## config.mk

```make
export PLATFORM = sky130hd
export DESIGN_NAME = rfg_top
export DESIGN_NICKNAME = d
export VERILOG_FILES = /design/src/rtl/rfg_pkg.sv /design/src/rtl/rfg_site_table.sv /design/src/rtl/rfg_seq_tracker.sv /design/src/rtl/rfg_top.sv
export SDC_FILE = /design/constraint.sdc
export NUM_CORES = 1
export LEC_CHECK = 0
export ABC_AREA = 1
export ABC_CLOCK_PERIOD_IN_PS = 4050
export CAP_MARGIN = 0
export CELL_PAD_IN_SITES_DETAIL_PLACEMENT = 1
export CELL_PAD_IN_SITES_GLOBAL_PLACEMENT = 2
export CORE_AREA = 2 2 213 215
export CTS_CLUSTER_SIZE = 40
export DETAILED_ROUTE_END_ITERATION = 10
export DIE_AREA = 0 0 215 217
export GPL_TIMING_DRIVEN = 0
export PLACE_DENSITY = 0.63
export SLEW_MARGIN = 20
export SYNTH_ARGS = -nofsm -noshare
export SYNTH_HDL_FRONTEND = slang
export SYNTH_SLANG_ARGS = --single-unit
```

## constraint.sdc

```tcl
create_clock -name clk -period 4.05 [get_ports clk]
set_input_delay 0.81 -clock clk [delete_from_list [all_inputs] [get_ports clk]]
set_output_delay 0.81 -clock clk [all_outputs]
set_load 0.05 [all_outputs]
```

## src/rtl/rfg_pkg.sv

```systemverilog
package rfg_pkg;
  localparam logic [2:0] KIND_OTHER = 3'd0;
  localparam logic [2:0] KIND_CALL  = 3'd1;
  localparam logic [2:0] KIND_RET   = 3'd2;
  localparam logic [2:0] KIND_IJMP  = 3'd3;
  localparam logic [2:0] KIND_ICALL = 3'd4;

  typedef enum logic [1:0] {
    CAUSE_NONE   = 2'd0,
    CAUSE_BADRET = 2'd1,
    CAUSE_CHAIN  = 2'd2
  } cause_t;

  function automatic logic is_indirect(input logic [2:0] k);
    return (k == KIND_RET) || (k == KIND_IJMP) || (k == KIND_ICALL);
  endfunction
endpackage

```

## src/rtl/rfg_site_table.sv

```systemverilog
module rfg_site_table #(
  parameter int AW      = 32,
  parameter int ENTRIES = 8,
  localparam int IW     = (ENTRIES > 1) ? $clog2(ENTRIES) : 1
) (
  input  logic          clk,
  input  logic          rst,
  input  logic          we,
  input  logic [IW-1:0] idx,
  input  logic [AW-1:0] addr,
  input  logic          en,
  input  logic [AW-1:0] lookup,
  output logic          hit
);
  logic [AW-1:0]      site_addr [ENTRIES];
  logic [ENTRIES-1:0] site_ok;
  logic [ENTRIES-1:0] match;

  always_ff @(posedge clk) begin
    if (we) site_addr[idx] <= addr;
  end

  always_ff @(posedge clk) begin
    if (rst)     site_ok      <= '0;
    else if (we) site_ok[idx] <= en;
  end

  for (genvar g = 0; g < ENTRIES; g++) begin : g_cmp
    assign match[g] = site_ok[g] && (site_addr[g] == lookup);
  end

  assign hit = |match;
endmodule

```

## src/rtl/rfg_seq_tracker.sv

```systemverilog
module rfg_seq_tracker #(
  parameter int LW = 4,
  parameter int CW = 4
) (
  input  logic          clk,
  input  logic          rst,
  input  logic          step,
  input  logic          closes,
  input  logic [LW-1:0] len_lim,
  input  logic [CW-1:0] cnt_lim,
  output logic          fire
);
  logic [LW-1:0] run_len;
  logic [CW-1:0] chain;
  logic          short_seq;

  assign short_seq = ({1'b0, run_len} + 1'b1) < {1'b0, len_lim};
  assign fire      = step && closes && short_seq &&
                     (({1'b0, chain} + 1'b1) >= {1'b0, cnt_lim});

  always_ff @(posedge clk) begin
    if (rst) begin
      run_len <= '0;
      chain   <= '0;
    end else if (step) begin
      if (closes) begin
        run_len <= '0;
        if (!short_seq || fire) chain <= '0;
        else                    chain <= chain + 1'b1;
      end else if (run_len < len_lim) begin
        run_len <= run_len + 1'b1;
      end
    end
  end
endmodule

```

## src/rtl/rfg_top.sv

```systemverilog
module rfg_top
  import rfg_pkg::*;
#(
  parameter int AW      = 32,
  parameter int ENTRIES = 8,
  parameter int LW      = 4,
  parameter int CW      = 4,
  parameter int DEF_LEN = 5,
  parameter int DEF_CNT = 8,
  localparam int IW     = (ENTRIES > 1) ? $clog2(ENTRIES) : 1
) (
  input  logic          clk,
  input  logic          rst,
  input  logic          tr_valid,
  input  logic [2:0]    tr_kind,
  input  logic [AW-1:0] tr_target,
  input  logic          tbl_we,
  input  logic [IW-1:0] tbl_idx,
  input  logic [AW-1:0] tbl_addr,
  input  logic          tbl_en,
  input  logic          thr_we,
  input  logic [LW-1:0] thr_len_in,
  input  logic [CW-1:0] thr_cnt_in,
  input  logic          clr,
  output logic          viol,
  output logic [1:0]    cause
);
  logic [LW-1:0] len_lim;
  logic [CW-1:0] cnt_lim;
  logic          ret_hit;
  logic          chain_fire;
  logic          bad_ret;

  always_ff @(posedge clk) begin
    if (rst) begin
      len_lim <= LW'(DEF_LEN);
      cnt_lim <= CW'(DEF_CNT);
    end else if (thr_we) begin
      len_lim <= thr_len_in;
      cnt_lim <= thr_cnt_in;
    end
  end

  rfg_site_table #(.AW(AW), .ENTRIES(ENTRIES)) u_table (
    .clk(clk), .rst(rst), .we(tbl_we), .idx(tbl_idx), .addr(tbl_addr),
    .en(tbl_en), .lookup(tr_target), .hit(ret_hit)
  );

  rfg_seq_tracker #(.LW(LW), .CW(CW)) u_seq (
    .clk(clk), .rst(rst), .step(tr_valid), .closes(is_indirect(tr_kind)),
    .len_lim(len_lim), .cnt_lim(cnt_lim), .fire(chain_fire)
  );

  assign bad_ret = tr_valid && (tr_kind == KIND_RET) && !ret_hit;

  always_ff @(posedge clk) begin
    if (rst || clr) begin
      viol  <= 1'b0;
      cause <= CAUSE_NONE;
    end else if (!viol) begin
      if (bad_ret) begin
        viol  <= 1'b1;
        cause <= CAUSE_BADRET;
      end else if (chain_fire) begin
        viol  <= 1'b1;
        cause <= CAUSE_CHAIN;
      end
    end
  end
endmodule

```

==> flow_summary.json <==
{
  "numClockSinks": 283,
  "die_w_microns": 215,
  "finish.net_count": 1547,
  "drive_above_1_share_pct": 7.46,
  "drt_iter0_drc": 629,
  "ys_ff_latch": 283,
  "syn_area_sq_um": 13200,
  "clk_pin_slew_ps": 60,
  "ys_warn_count": 0,
  "regArea_sq_um": 8230,
  "ys_top_cells_by_area": "edfxtp_1 58%, nand2_1 11%, inv_1 5.2%",
  "cts_setup_buffers": 0,
  "via_per_inst": 4.65,
  "p_per_area_nw_per_um2": 438,
  "slew_viol_final": 0,
  "yosys.area.top_type": "edfxtp_1",
  "vdd_ir_drop_max_mv": 0.261,
  "synth_top_area_share_pct": 58.2,
  "fp.dieH_microns": 217,
  "fin_crit_sh_pct": 78.1,
  "final_common_cell": "nand2_1",
  "sw_frac_of_total_pct": 25.1,
  "power_uw": 6990,
  "hold_class": "reg2reg",
  "slew-limit-headroom_pct": 33.1,
  "htree_num_levels": 2,
  "reg2reg_depth": 11,
  "syn-instance-count": 1340,
  "grt_pass1_vias": 9888,
  "arrival_ps": 3590,
  "hpwl_microns": 36800,
  "ys.flop_type": "edfxtp_1",
  "core_area_sq_um": 44700,
  "fin_setup_tns_ps": 0,
  "drv_cap": 0,
  "holdPathEnd": "cnt_lim[2]$_SDFFE_PP0P_",
  "initial_core_util_pct": 29.6,
  "pin_count": 88,
  "p_comb_share_pct": 9.4,
  "fin_cells": 2075,
  "multi_input_area_sq_um": 4080,
  "grt.total_usage_pct": 21.5,
  "vias": 9650,
  "grt_setup_unrepaired": "no",
  "n_antenna_cell": 0,
  "outcome": "completed",
  "finalWeightedCongestion": 0.848,
  "critPathKind": "in2reg",
  "hold_depth": 2,
  "grt_max_degree": 22,
  "hp-start": "cnt_lim[2]$_SDFFE_PP0P_",
  "clk_latency_ps": 540,
  "top_layer": "met5",
  "die-area_sq_um": 46700,
  "ys_types": 36,
  "p_leak_uw": 0.00630,
  "r2r_slack_ps": 1590,
  "syn_to_final_growth_pct": 20.7,
  "r2r-start": "u_seq.run_len[0]$_SDFFE_PP0P_",
  "cts.repair.resized": 0,
  "setup_viol": 0,
  "most-common-layout-cells": "403 x nand2_1, 256 x edfxtp_1, 182 x inv_1, 124 x nor2_1, 76 x o21ai_0",
  "wirelength_microns": 49600,
  "nFillCells": 5098,
  "cp-end-kind": "register",
  "drt-pass1-iter-count": 5,
  "met2_wirelength_microns": 23800,
  "ys_async_sr_fraction_pct": 0,
  "cts_tree": "done",
  "antenna_found_initial": 2,
  "syn_nets": 1437,
  "row_count": 78,
  "port_buffers": 63,
  "skew_ps": 16.2,
  "numCtsBuffers": 35,
  "r2r-end": "u_seq.chain[0]$_SDFFE_PP0N_",
  "synth_edf_count": 256,
  "power_frac_seq_pct": 47.7,
  "cts_hold_buf": 0,
  "syn_avg_cell_area_sq_um": 9.86,
  "cp.required_ps": 4480,
  "drt-met1-wl_microns": 22500,
  "finalInstanceArea_sq_um": 16000,
  "wl_per_cell_microns": 23.9,
  "internal-power_uw": 5240,
  "cp_max_fo": 10,
  "worst_pin_slew_ps": 996,
  "final_hold_viol_count": 0,
  "grt_pass1_wl_microns": 70400,
  "dp.cells": 2013,
  "switching_power_uw": 1760,
  "dr_wl_met3_microns": 2150,
  "antenna_left": 0,
  "overflow": 0,
  "period_minus_slack_ps": 3170,
  "synth-seq-area-share_pct": 62.3,
  "placed_area_sq_um": 14900,
  "clock_tree.root_cell": "clkbuf_16",
  "cts.path.max_buffers": 3,
  "max_freq_mhz": 316,
  "hold_ws_ps": 466,
  "start_kind": "input port",
  "p_clk_share_pct": 42.9,
  "drc": 0
}
## logic make-up (layout without fill, tap and decap cells)
group,Yosys count,after routing,synth area share [%]
adders and majority gates,12,12,1.14
DFF,283,283,62.3
and+or+nand+nor,600,600,17.9
buffers and inverters,226,361,7.34
AOI/OAI and AO/OA,130,130,5.44
xor gates and xnor gates,89,89,5.90
## cells in the mapped netlist, types with 4 or more instances
cell type and instances:
nor3_1 15, ha_1 12, buf_4 16, o22ai_1 16, inv_1 182, dfxtp_1 27
nor2_1 132, o21ai_0 76, nand3_1 29, o221ai_1 5, buf_6 6, edfxtp_1 256
a21oi_1 17, inv_2 13, xor2_1 24, a21boi_0 4, o21ai_1 6, nand4_1 14
nand2_1 403, xnor2_1 65
## per-layer routing
metal	vias to the layer above	track usage (%)
met5	-	0
met3	48	3.20
met1	4805	28.4
li1	4570	-
met2	225	36.6
met4	2	6.34
## critical path, stage by stage
cell,delay [ps]
clkdlybuf4s50_1,630
inv_2,340
nand2_1,90
nand2_1,220
nand2_1,210
nor2_1,140
nand2_1,60
nor2_1,360
nand3_1,140
nand2_1,90
nor2_1,50
nand3_2,120
nand2_2,90
a21oi_1,170
nor2_1,60
## power groups by stage
stage	clock network (uW)	logic [uW]	registers [uW]
floorplan	0	325	3380
global placement	0	642	3400
detailed placement	0	669	3390
CTS	3070	674	3330
global route	3160	725	3340
finish	3000	660	3330
## layout make-up
| cell class | count | share of cell area, % |
|---|---|---|
| clock buffer | 45 | 5.99 |
| clock inverter | 17 | 0.667 |
| multi-input combinational | 831 | 25.5 |
| timing repair buffer | 73 | 5.44 |
| inverter | 195 | 4.59 |
| buffer | 31 | 1.49 |
| sequential | 283 | 51.6 |
| tap | 600 | 4.71 |
## worst max path at each step
stage	startpoint	endpoint	slack, ps	cells past startpoint
floorplan	tbl_we	u_table.site_addr[2][0]$_DFFE_PP_	1210	4
global placement	tbl_we	u_table.site_ok[4]$_SDFFE_PP0P_	-1020	7
detailed placement	tr_target[19]	cause[0]$_SDFFE_PP0P_	310	15
CTS	tr_target[19]	cause[0]$_SDFFE_PP0P_	870	15
global route	tr_target[19]	viol$_SDFF_PP0_	730	15
finish	tr_target[19]	cause[0]$_SDFFE_PP0P_	880	15
## state kept, by name, summed over array words and instances, names as in the netlist
signal             flops
u_table.site_addr    256
u_table.site_ok        8
cnt_lim                4
len_lim                4
u_seq.chain            4
u_seq.run_len          4
cause                  2
viol                   1
## stage by stage
| step | setup slack, ps | utilization (%) |
|---|---|---|
| after floorplan | 1210 | - |
| after global placement | -1020 | 32.7 |
| after detailed placement | 310 | 33.3 |
| after CTS | 875 | 35.7 |
| after global routing | 731 | 35.7 |
| final | 885 | 35.7 |
(Power assumes the default switching activity.)
